## config.mk

```make
export PLATFORM = sky130hd
export DESIGN_NAME = ow_master
export DESIGN_NICKNAME = d
export VERILOG_FILES = /design/src/rtl/ow_pkg.sv /design/src/rtl/ow_tick_timer.sv /design/src/rtl/ow_presence.sv /design/src/rtl/ow_master.sv
export SDC_FILE = /design/constraint.sdc
export NUM_CORES = 1
export LEC_CHECK = 0
export BUFFER_PORTS_ARGS = -buffer_cell sky130_fd_sc_hd__buf_2
export CAP_MARGIN = 25
export CORE_MARGIN = 10
export CORE_UTILIZATION = 59
export CTS_CLUSTER_DIAMETER = 150
export CTS_CLUSTER_SIZE = 28
export DETAILED_ROUTE_END_ITERATION = 6
export GPL_ROUTABILITY_DRIVEN = 0
export PLACE_DENSITY = 0.8
export SLEW_MARGIN = 20
export SYNTH_ARGS = -nofsm -noshare
export SYNTH_HDL_FRONTEND = slang
export SYNTH_HIERARCHICAL = 1
export SYNTH_SLANG_ARGS = --single-unit
```

## constraint.sdc

```tcl
create_clock -name clk -period 9.5 [get_ports clk]
set_input_delay 0.95 -clock clk [delete_from_list [all_inputs] [get_ports clk]]
set_output_delay 0.95 -clock clk [all_outputs]
set_load 0.005 [all_outputs]
```

## src/rtl/ow_pkg.sv

```systemverilog
package ow_pkg;
    typedef enum logic [2:0] {
        OP_RESET = 3'd0,
        OP_WBIT  = 3'd1,
        OP_RBIT  = 3'd2,
        OP_WBYTE = 3'd3,
        OP_RBYTE = 3'd4
    } ow_op_e;

    typedef enum logic [3:0] {
        ST_IDLE, ST_RST_LOW, ST_RST_WAIT, ST_RST_SAMPLE, ST_RST_RECOV,
        ST_PULLUP, ST_SLOT_LOW, ST_SLOT_HOLD, ST_SLOT_SAMPLE, ST_SLOT_TAIL
    } ow_state_e;

    typedef enum logic [1:0] {
        PU_PRE, PU_MID, PU_POST
    } ow_pu_e;
endpackage

```

## src/rtl/ow_tick_timer.sv

```systemverilog
module ow_tick_timer #(
    parameter int CNT_W = 12
) (
    input  logic             clk,
    input  logic             rst_n,
    input  logic             load,
    input  logic [CNT_W-1:0] load_val,
    input  logic             tick,
    output logic             expire
);
    logic [CNT_W-1:0] cnt;

    always_ff @(posedge clk or negedge rst_n) begin
        if (!rst_n)
            cnt <= '0;
        else if (load)
            cnt <= load_val;
        else if (tick && cnt != '0)
            cnt <= cnt - 1'b1;
    end

    assign expire = tick && (cnt == CNT_W'(1));

    // the count only moves on a tick or a reload
    p_count_on_tick_r12: assert property (@(posedge clk) disable iff (!rst_n)
        (!load && !tick) |=> $stable(cnt));
endmodule

```

## src/rtl/ow_presence.sv

```systemverilog
module ow_presence #(
    parameter int N_SAMPLES = 30
) (
    input  logic clk,
    input  logic rst_n,
    input  logic en,
    input  logic line_in,
    output logic fin,
    output logic found
);
    localparam int SW = $clog2(N_SAMPLES + 1);
    logic [SW-1:0] cnt;
    logic          low_q;

    always_ff @(posedge clk or negedge rst_n) begin
        if (!rst_n) begin
            cnt   <= '0;
            low_q <= 1'b0;
        end else if (!en) begin
            cnt   <= '0;
            low_q <= 1'b0;
        end else begin
            cnt   <= cnt + 1'b1;
            low_q <= low_q | ~line_in;
        end
    end

    assign fin   = en && (cnt == SW'(N_SAMPLES - 1));
    assign found = low_q | ~line_in;

    // the burst never runs past its sample count
    p_window_len_r6: assert property (@(posedge clk) disable iff (!rst_n)
        en |-> (cnt < SW'(N_SAMPLES)));
endmodule

```

## src/rtl/ow_master.sv

```systemverilog
module ow_master
    import ow_pkg::*;
#(
    parameter int N_SAMPLES   = 30,
    parameter int MAX_TRIES   = 3,
    parameter int PU_TICKS    = 4,
    parameter int T_W1_STD    = 64,
    parameter int T_W1_OD     = 10,
    parameter int T_W0LO_STD  = 60,
    parameter int T_W0LO_OD   = 8,
    parameter int T_W0REC_STD = 10,
    parameter int T_W0REC_OD  = 5,
    parameter int T_RD_STD    = 55,
    parameter int T_RD_OD     = 8,
    parameter int T_RLO_STD   = 500,
    parameter int T_RLO_OD    = 50,
    parameter int T_RWT_STD   = 60,
    parameter int T_RWT_OD    = 1,
    parameter int T_RREC_STD  = 1000,
    parameter int T_RREC_OD   = 40
) (
    input  logic       clk,
    input  logic       rst_n,
    input  logic       tick_us,
    input  logic       cmd_valid,
    input  logic [2:0] cmd_op,
    input  logic [7:0] cmd_byte,
    input  logic       speed_od,
    input  logic       od_mode,
    input  logic       spu_en,
    input  logic       line_in,
    output logic       line_oe,
    output logic       line_out,
    output logic       busy,
    output logic       done,
    output logic       presence,
    output logic       rd_bit,
    output logic [7:0] rd_byte
);
    localparam int T_SUM = T_W1_STD + T_W0LO_STD + T_W0REC_STD + T_RD_STD + T_RLO_STD
                         + T_RWT_STD + T_RREC_STD + PU_TICKS + T_RREC_OD + T_RLO_OD;
    localparam int CNT_W = $clog2(T_SUM + 1);
    localparam int ATT_W = $clog2(MAX_TRIES + 1);

    ow_state_e        state, state_n;
    ow_op_e           op_q;
    ow_pu_e           pu_ph;
    logic             spu_q, od_q, pres_q;
    logic [2:0]       idx;
    logic [7:0]       sh;
    logic [ATT_W-1:0] att;
    logic             tmr_exp, pres_fin, pres_found;
    logic [CNT_W-1:0] dur_n;
    logic             accept, spd, is_wr, is_rd, last_bit, mid_pu, wr_in;

    assign accept = (state == ST_IDLE) && cmd_valid && (cmd_op <= 3'd4);
    assign spd    = (state == ST_IDLE) ? speed_od : od_q;
    assign is_wr  = (op_q == OP_WBIT) || (op_q == OP_WBYTE);
    assign is_rd  = (op_q == OP_RBIT) || (op_q == OP_RBYTE);
    assign wr_in  = (cmd_op == 3'(OP_WBIT)) || (cmd_op == 3'(OP_WBYTE));
    assign last_bit = ((op_q != OP_WBYTE) && (op_q != OP_RBYTE)) || (idx == 3'd7);
    assign mid_pu   = (op_q == OP_WBYTE) && spu_q && (idx == 3'd6);

    function automatic ow_state_e slot_start(input logic wr, input logic b);
        return (wr && !b) ? ST_SLOT_HOLD : ST_SLOT_LOW;
    endfunction

    // next state
    always_comb begin
        state_n = state;
        unique case (state)
            ST_IDLE: if (accept) begin
                if (cmd_op == 3'(OP_RESET))
                    state_n = ST_RST_LOW;
                else if (cmd_op == 3'(OP_WBYTE) && spu_en)
                    state_n = ST_PULLUP;
                else
                    state_n = slot_start(wr_in, cmd_byte[0]);
            end
            ST_RST_LOW:    if (tmr_exp) state_n = ST_RST_WAIT;
            ST_RST_WAIT:   if (tmr_exp) state_n = ST_RST_SAMPLE;
            ST_RST_SAMPLE: if (pres_fin) state_n = ST_RST_RECOV;
            ST_RST_RECOV:  if (tmr_exp)
                state_n = (pres_q || att == ATT_W'(MAX_TRIES - 1)) ? ST_IDLE : ST_RST_LOW;
            ST_PULLUP:     if (tmr_exp)
                state_n = (pu_ph == PU_POST) ? ST_IDLE : slot_start(is_wr, sh[0]);
            ST_SLOT_LOW:    state_n = is_rd ? ST_SLOT_SAMPLE : ST_SLOT_TAIL;
            ST_SLOT_HOLD:   if (tmr_exp) state_n = ST_SLOT_TAIL;
            ST_SLOT_SAMPLE: state_n = ST_SLOT_TAIL;
            ST_SLOT_TAIL:   if (tmr_exp) begin
                if (last_bit)
                    state_n = (op_q == OP_WBYTE && spu_q) ? ST_PULLUP : ST_IDLE;
                else if (mid_pu)
                    state_n = ST_PULLUP;
                else
                    state_n = slot_start(is_wr, sh[1]);
            end
            default: state_n = ST_IDLE;
        endcase
    end

    // phase length loaded on entry to each timed state
    always_comb begin
        unique case (state_n)
            ST_RST_LOW:   dur_n = CNT_W'(spd ? T_RLO_OD  : T_RLO_STD);
            ST_RST_WAIT:  dur_n = CNT_W'(spd ? T_RWT_OD  : T_RWT_STD);
            ST_RST_RECOV: dur_n = CNT_W'(spd ? T_RREC_OD : T_RREC_STD);
            ST_PULLUP:    dur_n = CNT_W'(PU_TICKS);
            ST_SLOT_HOLD: dur_n = CNT_W'(spd ? T_W0LO_OD : T_W0LO_STD);
            ST_SLOT_TAIL:
                if (is_rd)       dur_n = CNT_W'(spd ? T_RD_OD    : T_RD_STD);
                else if (sh[0])  dur_n = CNT_W'(spd ? T_W1_OD    : T_W1_STD);
                else             dur_n = CNT_W'(spd ? T_W0REC_OD : T_W0REC_STD);
            default:      dur_n = '0;
        endcase
    end

    ow_tick_timer #(.CNT_W(CNT_W)) u_timer (
        .clk(clk), .rst_n(rst_n), .load(state_n != state), .load_val(dur_n),
        .tick(tick_us), .expire(tmr_exp)
    );

    ow_presence #(.N_SAMPLES(N_SAMPLES)) u_pres (
        .clk(clk), .rst_n(rst_n), .en(state == ST_RST_SAMPLE), .line_in(line_in),
        .fin(pres_fin), .found(pres_found)
    );

    // state register
    always_ff @(posedge clk or negedge rst_n) begin
        if (!rst_n) state <= ST_IDLE;
        else        state <= state_n;
    end

    // command, shift and result registers
    always_ff @(posedge clk or negedge rst_n) begin
        if (!rst_n) begin
            op_q <= OP_RESET; spu_q <= 1'b0; od_q <= 1'b0; sh <= '0; idx <= '0;
            att <= '0; pu_ph <= PU_PRE; pres_q <= 1'b0; presence <= 1'b0;
            rd_bit <= 1'b0; rd_byte <= '0; done <= 1'b0;
        end else begin
            done <= (state != ST_IDLE) && (state_n == ST_IDLE);
            if (accept) begin
                op_q <= ow_op_e'(cmd_op); spu_q <= spu_en; od_q <= speed_od;
                sh <= cmd_byte; idx <= '0; att <= '0;
            end
            if (state_n == ST_PULLUP && state != ST_PULLUP)
                pu_ph <= (state == ST_IDLE) ? PU_PRE : (last_bit ? PU_POST : PU_MID);
            if (pres_fin)
                pres_q <= pres_found;
            if (state == ST_RST_RECOV && tmr_exp) begin
                if (state_n == ST_RST_LOW) att <= att + 1'b1;
                else                       presence <= pres_q;
            end
            if (state == ST_SLOT_SAMPLE) begin
                sh     <= {line_in, sh[7:1]};
                rd_bit <= line_in;
                if (op_q == OP_RBYTE && idx == 3'd7)
                    rd_byte <= {line_in, sh[7:1]};
            end
            if (state == ST_SLOT_TAIL && tmr_exp && !last_bit) begin
                idx <= idx + 1'b1;
                if (is_wr) sh <= {1'b0, sh[7:1]};
            end
        end
    end

    // outputs
    always_comb begin
        logic drv_low, drv_high;
        drv_low  = (state == ST_RST_LOW) || (state == ST_SLOT_LOW) || (state == ST_SLOT_HOLD);
        drv_high = (state == ST_PULLUP);
        busy     = (state != ST_IDLE);
        if (od_mode) begin
            line_oe  = 1'b1;
            line_out = ~drv_low;
        end else begin
            line_oe  = drv_low | drv_high;
            line_out = drv_high;
        end
    end

    p_done_idle_r11: assert property (@(posedge clk) disable iff (!rst_n)
        done |-> !busy);
    p_done_pulse_r11: assert property (@(posedge clk) disable iff (!rst_n)
        done |=> !done);
    p_start_needs_cmd_r11: assert property (@(posedge clk) disable iff (!rst_n)
        $rose(busy) |-> $past(cmd_valid));
    p_release_idle_r9: assert property (@(posedge clk) disable iff (!rst_n)
        (!busy && !od_mode) |-> !line_oe);
    p_pullup_only_r10: assert property (@(posedge clk) disable iff (!rst_n)
        (state == ST_PULLUP) |-> (op_q == OP_WBYTE && spu_q));
    p_tries_r7: assert property (@(posedge clk) disable iff (!rst_n)
        att < ATT_W'(MAX_TRIES));
endmodule

```

==> results.md, run 1 <==
* Total GRT Usage at 17.3%
* Via density per instance at 5.97
* Vias in the first global route at 2664
* Worst-Margin Slew at 0.866 ns
* Worst-path cell chain: or3b_2 > nor2_1 > nand3_1 > nor2_1 > nor2_1 > a21oi_1 > a211o_1 > nand4_4 > mux2_2 > o21ai_1 > buf_4 > or3_2 > o211ai_1
* Crit path buf inv count at 1
* Gr ovfl total at 0
* Post-synthesis xor/xnor area fraction at 1.56%
* Startpoint Class: flip-flop
* Slowest cell delay on critical path at 0.71 ns
* Worst hold slack at 0.504 ns
* DRT Wirelength at 7.36 mm
* Core Area at 5540 um^2
* Main combinational cell family by area after synthesis: simple AND/OR/NAND/NOR gates
* Clk pwr share at 12.6%
* CTS Sinks at 53
* Mux contribution to synthesized area at 10.5%
* Routed wire per std cell at 16.0 um
* Clock Tree Buf Depth at 2
* Vias at 2745
* Final core utilization at 66.3%
* Non-Filler Instances at 460
* Hpwl dp at 5.50 mm
* Count of TritonRoute iterations in the first routing pass at 5
* Commonest non-fill, non-tap cell in the layout: dfrtp_1
* Sequential Power Share at 35.0%
* Setup violators final at 0
* Setup total negative slack at 0 ns
* Max-slew violation count at 0
* Internal at 594 uW
* Largest net degree at the start of global routing at 54
* Post-Synth Simple-Gate Area at 22.9%
* Psw at 500 uW
* Cts repair resizes at 0
* Hold Path Depth at 1
* Commonest non-fill, non-tap cells in the layout: 53 x dfrtp_1, 38 x nand2_1, 32 x buf_2, 26 x o21ai_0, 24 x nor2_1
* Initial cell density of the core at 60.8%
* Max H-tree Level at 2
* FF+latch count, synth at 53
* DRT iter0 DRCs at 170
* Yosys cell types at 68
* Top cell type's share of synthesized area at 39.3%
* Highest clock rate at 257 MHz
* Max transition margin at 42.1%
* Compound-Gate Fraction of Synth Area at 17.3%
* Final min period at 3.89 ns
* Clock transition at the registers of the reported paths at 0.11 ns
* Area grow syn2layout at 9.02%
* Number of flops mapped to enable cells by yosys at 0
* CP max-delay cell: dfrtp_1
* Sw Share at 45.7%
* Critical Path RT at 9.72 ns
* Row cnt at 27
* Delay-heaviest family, CP: simple AND/OR/NAND/NOR gates
* Post-CTS Setup Bufs at 0
* Critical Path AT at 4.11 ns
* Hold buffer count at cts at 0
* Pleak at 0.00170 uW
* Status: completed
* Path depth of the worst reg2reg path at 13
* CTS tree: yes
* Flop2flop setup slack at 5.61 ns
* VDD IR max at 0.000203 V
* Maximum fanout along the worst path at 27
* Mapped cell area at 3370 um^2
* Share of post-route cells with drive strength above 1 at 21.6%
* Synth Area in Adders at 3.71%
* Detail Route Antenna Nets at 0
* Hold_sp: att[0]
* Power Dens Cells at 298 nW/um^2
* Root Driver: clkbuf_8
* Worst setup EP type: flip-flop
* Seq. cell area at 1330 um^2
* Layout fillers at 463
* CTS buffer count at 5
* Critical R2R Launch: state[1]
* Cells after Synth at 361
* Post-synthesis async set-or-reset flop share at 100%
* CP dominant cell by count: nor2_1
* Initial antenna violation count at 0
* Syn_area_per_cell at 9.34 um^2
* WHS Endpoint: att[0]
* Final period utilization at 40.9%
* DRC Markers at 0
* Clk Latency, worst-skew pair at 0.32 ns
* Top FF cell, synth: dfrtp_1
* # diodes at 0
* Die area at 9140 um^2
* Seq/Total Area, Yosys at 39.3%
* Global-route wire length before repair at 12.9 mm
* Synth area leaders: dfrtp_1 39%, mux2_2 6.3%, nand2_1 4.2%, mux2i_1 4.2%, o21ai_0 4.0%
* Synth Warn # at 6
* Final Skew at 0.0174 ns
* PortBufs at 32
* Post-Place Cells at 452
* MaxCap Viol Count at 0
* Die Y at 95.6 um
* Mapped Nets at 390
* Io pins at 33
* Fin nets at 416
* Comb pwr share at 52.5%
* RSZ-0062 raised after global routing: no
* Setup Crit Path Kind: reg2reg
* Final Hold Vio Count at 0
* Area leader, netlist: dfrtp_1
* Multi-input logic area at 1900 um^2
* Crit Reg-Reg Endpoint: u_timer/cnt[9]
* Die W at 95.6 um
* Hold Crit Class: reg2reg
==> layout make-up <==
type,count,share of cell area [%]
Clock inverter,3,0.783
Sequential cell,53,36.1
Multi-Input combinational cell,273,51.7
Inverter,17,1.74
Tap cell,72,2.45
Timing Repair Buffer,37,5.38
Clock buffer,5,1.87
==> synth_stat cells (4+ instances only) <==
| master | number |
|---|---|
| a21oi_1 | 16 |
| and2_1 | 4 |
| buf_2 | 10 |
| clkbuf_1 | 7 |
| dfrtp_1 | 53 |
| ha_1 | 10 |
| inv_1 | 16 |
| mux2_2 | 19 |
| mux2i_1 | 14 |
| nand2_1 | 38 |
| nand2b_1 | 5 |
| nand3_1 | 14 |
| nand4_1 | 4 |
| nor2_1 | 24 |
| nor2b_1 | 7 |
| nor3_1 | 9 |
| o21ai_0 | 27 |
| o311ai_0 | 4 |
| or3_1 | 4 |
| xor2_1 | 4 |
==> worst max-delay path by stage <==
| stage | from | to | depth (start not counted) |
|---|---|---|---|
| after floorplan | tick_us | u_timer/cnt[9] | 12 |
| after global placement | tick_us | u_timer/cnt[9] | 13 |
| after detailed placement | state[1] | u_timer/cnt[9] | 13 |
| after CTS | state[1] | u_timer/cnt[9] | 13 |
| after global routing | state[1] | u_timer/cnt[9] | 13 |
| final | state[1] | u_timer/cnt[9] | 13 |
==> sequential cells by signal, summed over array words and instances, names as in the netlist, 2 cells and up <==
name         flops
att              2
idx              3
op_q             3
pu_ph            2
rd_byte          8
sh               8
state            4
u_pres/cnt       5
u_timer/cnt     11
==> layer usage <==
layer	routed length [um]	global-route usage, %	share of wire (%)
met4	78	4.18	1.1
met1	3490	22.9	47
met2	3490	27.9	47
met5	0	0	0
met3	296	4.01	4.0
==> logic make-up after synthesis <==
group / Yosys count
buffers and inverters: 35
AOI/OAI and AO/OA: 84
adders and majority gates: 10
muxes: 33
xor gates and xnor gates: 6
DFF: 53
and+or+nand+nor: 139
other: 1
==> stage by stage <==
stage | setup WS, ns | total power (uW) | instance area [um^2]
3_5_place_dp | 5.66 | 953 | 3580
2_1_floorplan | 5.70 | 828 | 3370
4_1_cts | 5.60 | 1090 | 3670
3_3_place_gp | 5.77 | 937 | 3580
5_1_grt | 5.16 | 1200 | 3670
6_report | 5.61 | 1090 | 3670
==> power by group through the flow <==
| stage | combinational (uW) | sequential [uW] | clock, uW |
|---|---|---|---|
| 3_5_place_dp | 568 | 385 | 0 |
| 4_1_cts | 571 | 380 | 141 |
| 5_1_grt | 652 | 396 | 153 |
| 6_report | 574 | 382 | 138 |
| 2_1_floorplan | 485 | 343 | 0 |
| 3_3_place_gp | 557 | 380 | 0 |
Note: power is estimated with default switching activity, not from simulation.
==> run 2: changes to the inputs <==
--- a/config.mk
+++ b/config.mk
@@ -5,6 +5,7 @@
 export SDC_FILE = /design/constraint.sdc
 export NUM_CORES = 1
 export LEC_CHECK = 0
+export ABC_AREA = 1
 export BUFFER_PORTS_ARGS = -buffer_cell sky130_fd_sc_hd__buf_2
 export CAP_MARGIN = 25
 export CORE_MARGIN = 10
==> constraint.sdc (replaced) <==
create_clock -name clk -period 3.8 [get_ports clk]
set_input_delay 0.38 -clock clk [delete_from_list [all_inputs] [get_ports clk]]
set_output_delay 0.38 -clock clk [all_outputs]
set_load 0.005 [all_outputs]
==> results.md, run 2 <==
* Status: completed
* Die W at 95.8 um
* CTS tree: yes
* Post-placement cell area at 3640 um^2
* Root Driver: clkbuf_8
* Highest clock rate at 320 MHz
* Global-route wire length before repair at 14.1 mm
* Mapped Nets at 501
* DRC Markers at 0
* DRT iter0 DRCs at 168
* Power Dens Cells at 838 nW/um^2
* Area grow syn2layout at 10.3%
* Clock Tree Buf Depth at 2
* VDD IR max at 0.000356 V
* Area leader, netlist: dfrtp_1
* Row cnt at 27
* DRT Wirelength at 7.98 mm
* Reg with most FFs: u_timer/cnt
* Share of post-route cells with drive strength above 1 at 17.3%
* Syn_area_per_cell at 7.18 um^2
* CTS buffer count at 5
* Worst-path cell chain: nor2_4 > inv_1 > nor2_1 > inv_1 > nor3_1 > inv_1 > nand2_1 > nand3_1 > nor2_2 > nand3_4 > nand2_1 > nand2_1 > nor2_1 > nand3_1 > inv_2 > nand3_1 > nand2_1 > nand2_2 > o21ai_2
* Post-synthesis async set-or-reset flop share at 100%
* Top FF cell, synth: dfrtp_1
* Pleak at 0.00203 uW
* Number of flops mapped to enable cells by yosys at 0
* Core Area at 5540 um^2
* CP dominant cell by count: nand2_1
* Finished layout cell area at 3740 um^2
* Vias in the first global route at 3125
* Hold Crit Class: in2async
* Final Skew at 0.00609 ns
* Yosys cell types at 35
* Top cell type's share of synthesized area at 39.1%
* Hpwl dp at 6.31 mm
* Worst hold slack at 0.160 ns
* Maximum fanout along the worst path at 11
* Initial antenna violation count at 0
* # diodes at 0
* Gr ovfl total at 0
* MaxCap Viol Count at 0
* Commonest non-fill, non-tap cell in the layout: nand2_1
* Slowest cell delay on critical path at 0.45 ns
* CTS Sinks at 53
* Detail Route Antenna Nets at 0
* RSZ-0062 raised after global routing: no
* Layout fillers at 499
* Critical R2R Launch: state[3]
* Path depth of the worst reg2reg path at 19
* Die Y at 95.8 um
* Most frequent cells after synthesis: 131 x nand2_1, 57 x inv_1, 53 x dfrtp_1, 53 x nor2_1, 37 x nand3_1
* Startpoint Class: flip-flop
* Synth area leaders: dfrtp_1 39%, nand2_1 15%, inv_1 6.3%, nor2_1 5.9%, nand3_1 5.5%
* Io pins at 33
* Die area at 9180 um^2
* Cts repair resizes at 0
* Multi-input logic area at 1790 um^2
* PortBufs at 32
* Final Hold Vio Count at 0
* Critical Path RT at 4.05 ns
* Via density per instance at 5.55
* Post-CTS Setup Bufs at 0
* Setup total negative slack at 0 ns
* Hold buffer count at cts at 0
* Max H-tree Level at 2
* Crit Reg-Reg Endpoint: u_timer/cnt[6]
* Setup Crit Path Kind: reg2reg
* Critical Path AT at 3.37 ns
* Fin nets at 538
* Vias at 3228
* FF+latch count, synth at 53
* Seq/Total Area, Yosys at 39.1%
* Max-slew violation count at 0
* Top-count cell post-synth: nand2_1
* Clk Latency, worst-skew pair at 0.31 ns
* Setup violators final at 0
* CP max-delay cell: dfrtp_1
* Routed wire per std cell at 13.7 um
* Max transition margin at 55.3%
* Initial cell density of the core at 61.2%
* Mapped cell area at 3390 um^2
* Commonest non-fill, non-tap cells in the layout: 131 x nand2_1, 57 x inv_1, 53 x nor2_1, 53 x dfrtp_1, 37 x nand3_1
* Cells after Synth at 472
* Count of TritonRoute iterations in the first routing pass at 5
* Flop2flop setup slack at 0.67 ns
* Worst setup EP type: flip-flop
* Worst-Margin Slew at 0.671 ns
* Synth Warn # at 6
* Total GRT Usage at 19.0%
* Max FFs per register at 11
* Top flop regs: u_timer/cnt (11), rd_byte (8), sh (8)
* Seq. cell area at 1330 um^2
* Clock transition at the registers of the reported paths at 0.10 ns
* Largest net degree at the start of global routing at 54
* Final period utilization at 82.3%
* Final min period at 3.13 ns
[run 2: layer usage]
layer | track usage (%) | vias up | routed length, um
met5 | 0 | - | 0
met4 | 7.62 | 0 | 195
met3 | 5.14 | 19 | 603
met2 | 30.1 | 118 | 3710
met1 | 24.2 | 1507 | 3470
li1 | - | 1584 | -
[run 2: layout make-up]
class | count | share of cell area [%]
timing repair buffer | 37 | 5.29
sequential | 53 | 35.5
clock buffer | 5 | 1.84
tap | 72 | 2.41
inverter | 65 | 6.53
clock inverter | 3 | 0.669
multi-input combinational | 347 | 47.8
[run 2: cell families after synthesis]
family / Yosys count / share of synthesized area, %
adders and majority gates: 10 / 3.69
and+or+nand+nor: 269 / 36.5
xor gates and xnor gates: 5 / 1.29
AOI/OAI and AO/OA: 61 / 10.8
DFF: 53 / 39.1
other: 1 / 0.111
muxes: 1 / 0.332
buffers and inverters: 72 / 8.16
[run 2: worst max-delay path by stage]
| stage | start | end | depth (start not counted) |
|---|---|---|---|
| after global placement | state[3] | u_timer/cnt[8] | 18 |
| after CTS | state[3] | u_timer/cnt[6] | 19 |
| after detailed placement | state[3] | u_timer/cnt[6] | 19 |
| after global routing | state[3] | u_timer/cnt[6] | 19 |
| after floorplan | state[3] | u_timer/cnt[6] | 20 |
| final | state[3] | u_timer/cnt[6] | 19 |
[run 2: worst max-delay path: cells and delay by family, from the launching register on]
kind / cells / cell delay [ns]
AND/OR/NAND/NOR: 14 / 1.95
buffers and inverters: 4 / 0.60
flip-flops: 1 / 0.45
AO/OA/AOI/OAI: 1 / 0.05
[run 2: report_power, final]
part | total [uW] | internal [uW] | switching (uW)
logic | 1910 | 632 | 1280
clock network | 331 | 133 | 197
registers | 893 | 744 | 149
total | 3130 | 1510 | 1630
[run 2: metrics by stage]
step                      setup slack (ns)  total power (uW)  instances  util (%)
final                                0.674              3130        582      67.5
after floorplan                       1.08              2360        472         -
after global routing                 0.261              3460        582      67.5
after global placement               0.846              2700        573      65.7
after CTS                            0.711              3120        581      67.3
after detailed placement             0.738              2780        573      65.7
==> run 3: changes to the inputs <==
--- a/config.mk
+++ b/config.mk
@@ -5,7 +5,7 @@
 export SDC_FILE = /design/constraint.sdc
 export NUM_CORES = 1
 export LEC_CHECK = 0
-export ABC_AREA = 1
+export ABC_AREA = 0
 export BUFFER_PORTS_ARGS = -buffer_cell sky130_fd_sc_hd__buf_2
 export CAP_MARGIN = 25
 export CORE_MARGIN = 10
==> constraint.sdc (replaced) <==
create_clock -name clk -period 3.2 [get_ports clk]
set_input_delay 0.32 -clock clk [delete_from_list [all_inputs] [get_ports clk]]
set_output_delay 0.32 -clock clk [all_outputs]
set_load 0.005 [all_outputs]
==> results.md, run 3 (synthesis gave the netlist of run 1 again) <==
* Largest net degree at the start of global routing at 28
* VDD IR max at 0.000671 V
* Die Y at 95.6 um
* Initial antenna violation count at 0
* Initial cell density of the core at 60.8%
* Row cnt at 27
* Final min period at 3.12 ns
* Count of TritonRoute iterations in the first routing pass at 7
* Clock Tree Buf Depth at 2
* Reg with most FFs: u_timer/cnt
* Hold buffer count at cts at 0
* Max transition margin at 59.4%
* Post-placement cell area at 3720 um^2
* Commonest non-fill, non-tap cells in the layout: 53 x dfrtp_1, 38 x nand2_1, 32 x buf_2, 23 x o21ai_0
* MaxCap Viol Count at 0
* DRT Wirelength at 8.22 mm
* Root Driver: clkbuf_8
* Total GRT Usage at 18.2%
* Die area at 9140 um^2
* Status: completed
* Critical Path AT at 3.30 ns
* Flop2flop setup slack at 0.08 ns
* Setup Crit Path Kind: reg2reg
* Worst setup EP type: flip-flop
* Routed wire per std cell at 17.1 um
* Critical Path RT at 3.38 ns
* Pwr Total at 3740 uW
* DRC Markers at 0
* PortBufs at 32
* Via density per instance at 6.19
* Gr ovfl total at 0
* Commonest non-fill, non-tap cell in the layout: dfrtp_1
* # diodes at 0
* Core Area at 5540 um^2
* Vias at 2972
* Final Skew at 0.00736 ns
* Clock transition at the registers of the reported paths at 0.10 ns
* Fin nets at 436
* Worst-Margin Slew at 0.609 ns
* DRT iter0 DRCs at 236
* Hpwl dp at 5.99 mm
* Max FFs per register at 11
* Non-Filler Instances at 480
* Global-route wire length before repair at 13.5 mm
* Share of post-route cells with drive strength above 1 at 27.5%
* Pleak at 0.00182 uW
* Max-slew violation count at 0
* Worst hold slack at 0.00599 ns
* Final period utilization at 97.5%
* Top flop regs: u_timer/cnt (11), rd_byte (8), sh (8)
* Maximum fanout along the worst path at 7
* CTS Sinks at 53
* Max H-tree Level at 2
* Area grow syn2layout at 16.6%
* Setup violators final at 0
* Hold Crit Class: in2async
* Clk Latency, worst-skew pair at 0.31 ns
* Final Hold Vio Count at 0
* Detail Route Antenna Nets at 0
* CTS buffer count at 5
* Highest clock rate at 321 MHz
* Finished layout cell area at 3930 um^2
* Die W at 95.6 um
* Startpoint Class: flip-flop
* Post-Place Cells at 467
* CTS tree: yes
* Power Dens Cells at 952 nW/um^2
* Vias in the first global route at 2834
* Io pins at 33
==> run 3: cell count changes in the layout (fill, tap and decap cells not counted), sizes merged, moves of 6 or more <==
cell,change
mux2,+18
nand4,-8
inv,-48
buf,+21
nand3,-30
o21ai,-6
mux2i,+14
nor2b,+7
nor2,-41
nand2,-103
==> run 3: area by class of cell <==
type	count	area [um^2]
inverter	17	63.8
fill	435	1610
tap	72	90.1
timing repair buffer	57	359
clock buffer	5	68.8
sequential	53	1330
clock inverter	3	43.8
multi-input combinational	273	1980
==> run 3: power by group <==
part / switching, uW / leakage [uW] / internal, uW / total, uW
clock network: 230 / 0.0000585 / 235 / 465
logic: 1240 / 0.00108 / 971 / 2210
registers: 193 / 0.000688 / 878 / 1070
total: 1660 / 0.00182 / 2080 / 3740
==> run 3: critical path: stages (launching register included) <==
cell,delay [ns]
dfrtp_1,0.44
or3_4,0.38
nor4_4,0.38
buf_4,0.22
a211oi_1,0.11
o32ai_4,0.31
nand4_4,0.19
buf_6,0.17
or4_4,0.54
nand4_1,0.10
a21oi_1,0.07
o311ai_0,0.10
==> run 3: repair_timing <==
action | CTS | global route
buffers inserted | 0 | 5
setup endpoints to repair | 0 | 11
gates resized for setup | 0 | 14
==> run 3: routing by layer <==
metal	routed length [um]	up-vias	global-route usage [%]
met1	3490	1423	23.0
met3	576	11	3.93
met5	0	-	0
met4	106	0	4.67
met2	4050	125	30.7
li1	-	1413	-
==> run 3: per-stage QoR <==
step	TNS [ns]	util [%]	setup slack, ns
after floorplan	0	-	0.00963
after global placement	0	67.1	0.164
after detailed placement	0	67.1	0.0503
after CTS	0	69.2	0.0543
after global routing	-0.0356	70.9	-0.0324
final	0	70.9	0.0811
==> run 3: worst paths after layout <==
kind                                 from        endpoint  cells past startpoint
max                        u_timer/cnt[5]  u_timer/cnt[5]                     11
min                                 rst_n   u_pres/cnt[0]                      1
max reg2reg                u_timer/cnt[5]  u_timer/cnt[5]                     11
min reg2reg                 u_pres/cnt[0]   u_pres/cnt[0]                      1
max in group asynchronous           rst_n  u_timer/cnt[6]                      2
min in group clk                 speed_od            od_q                      2
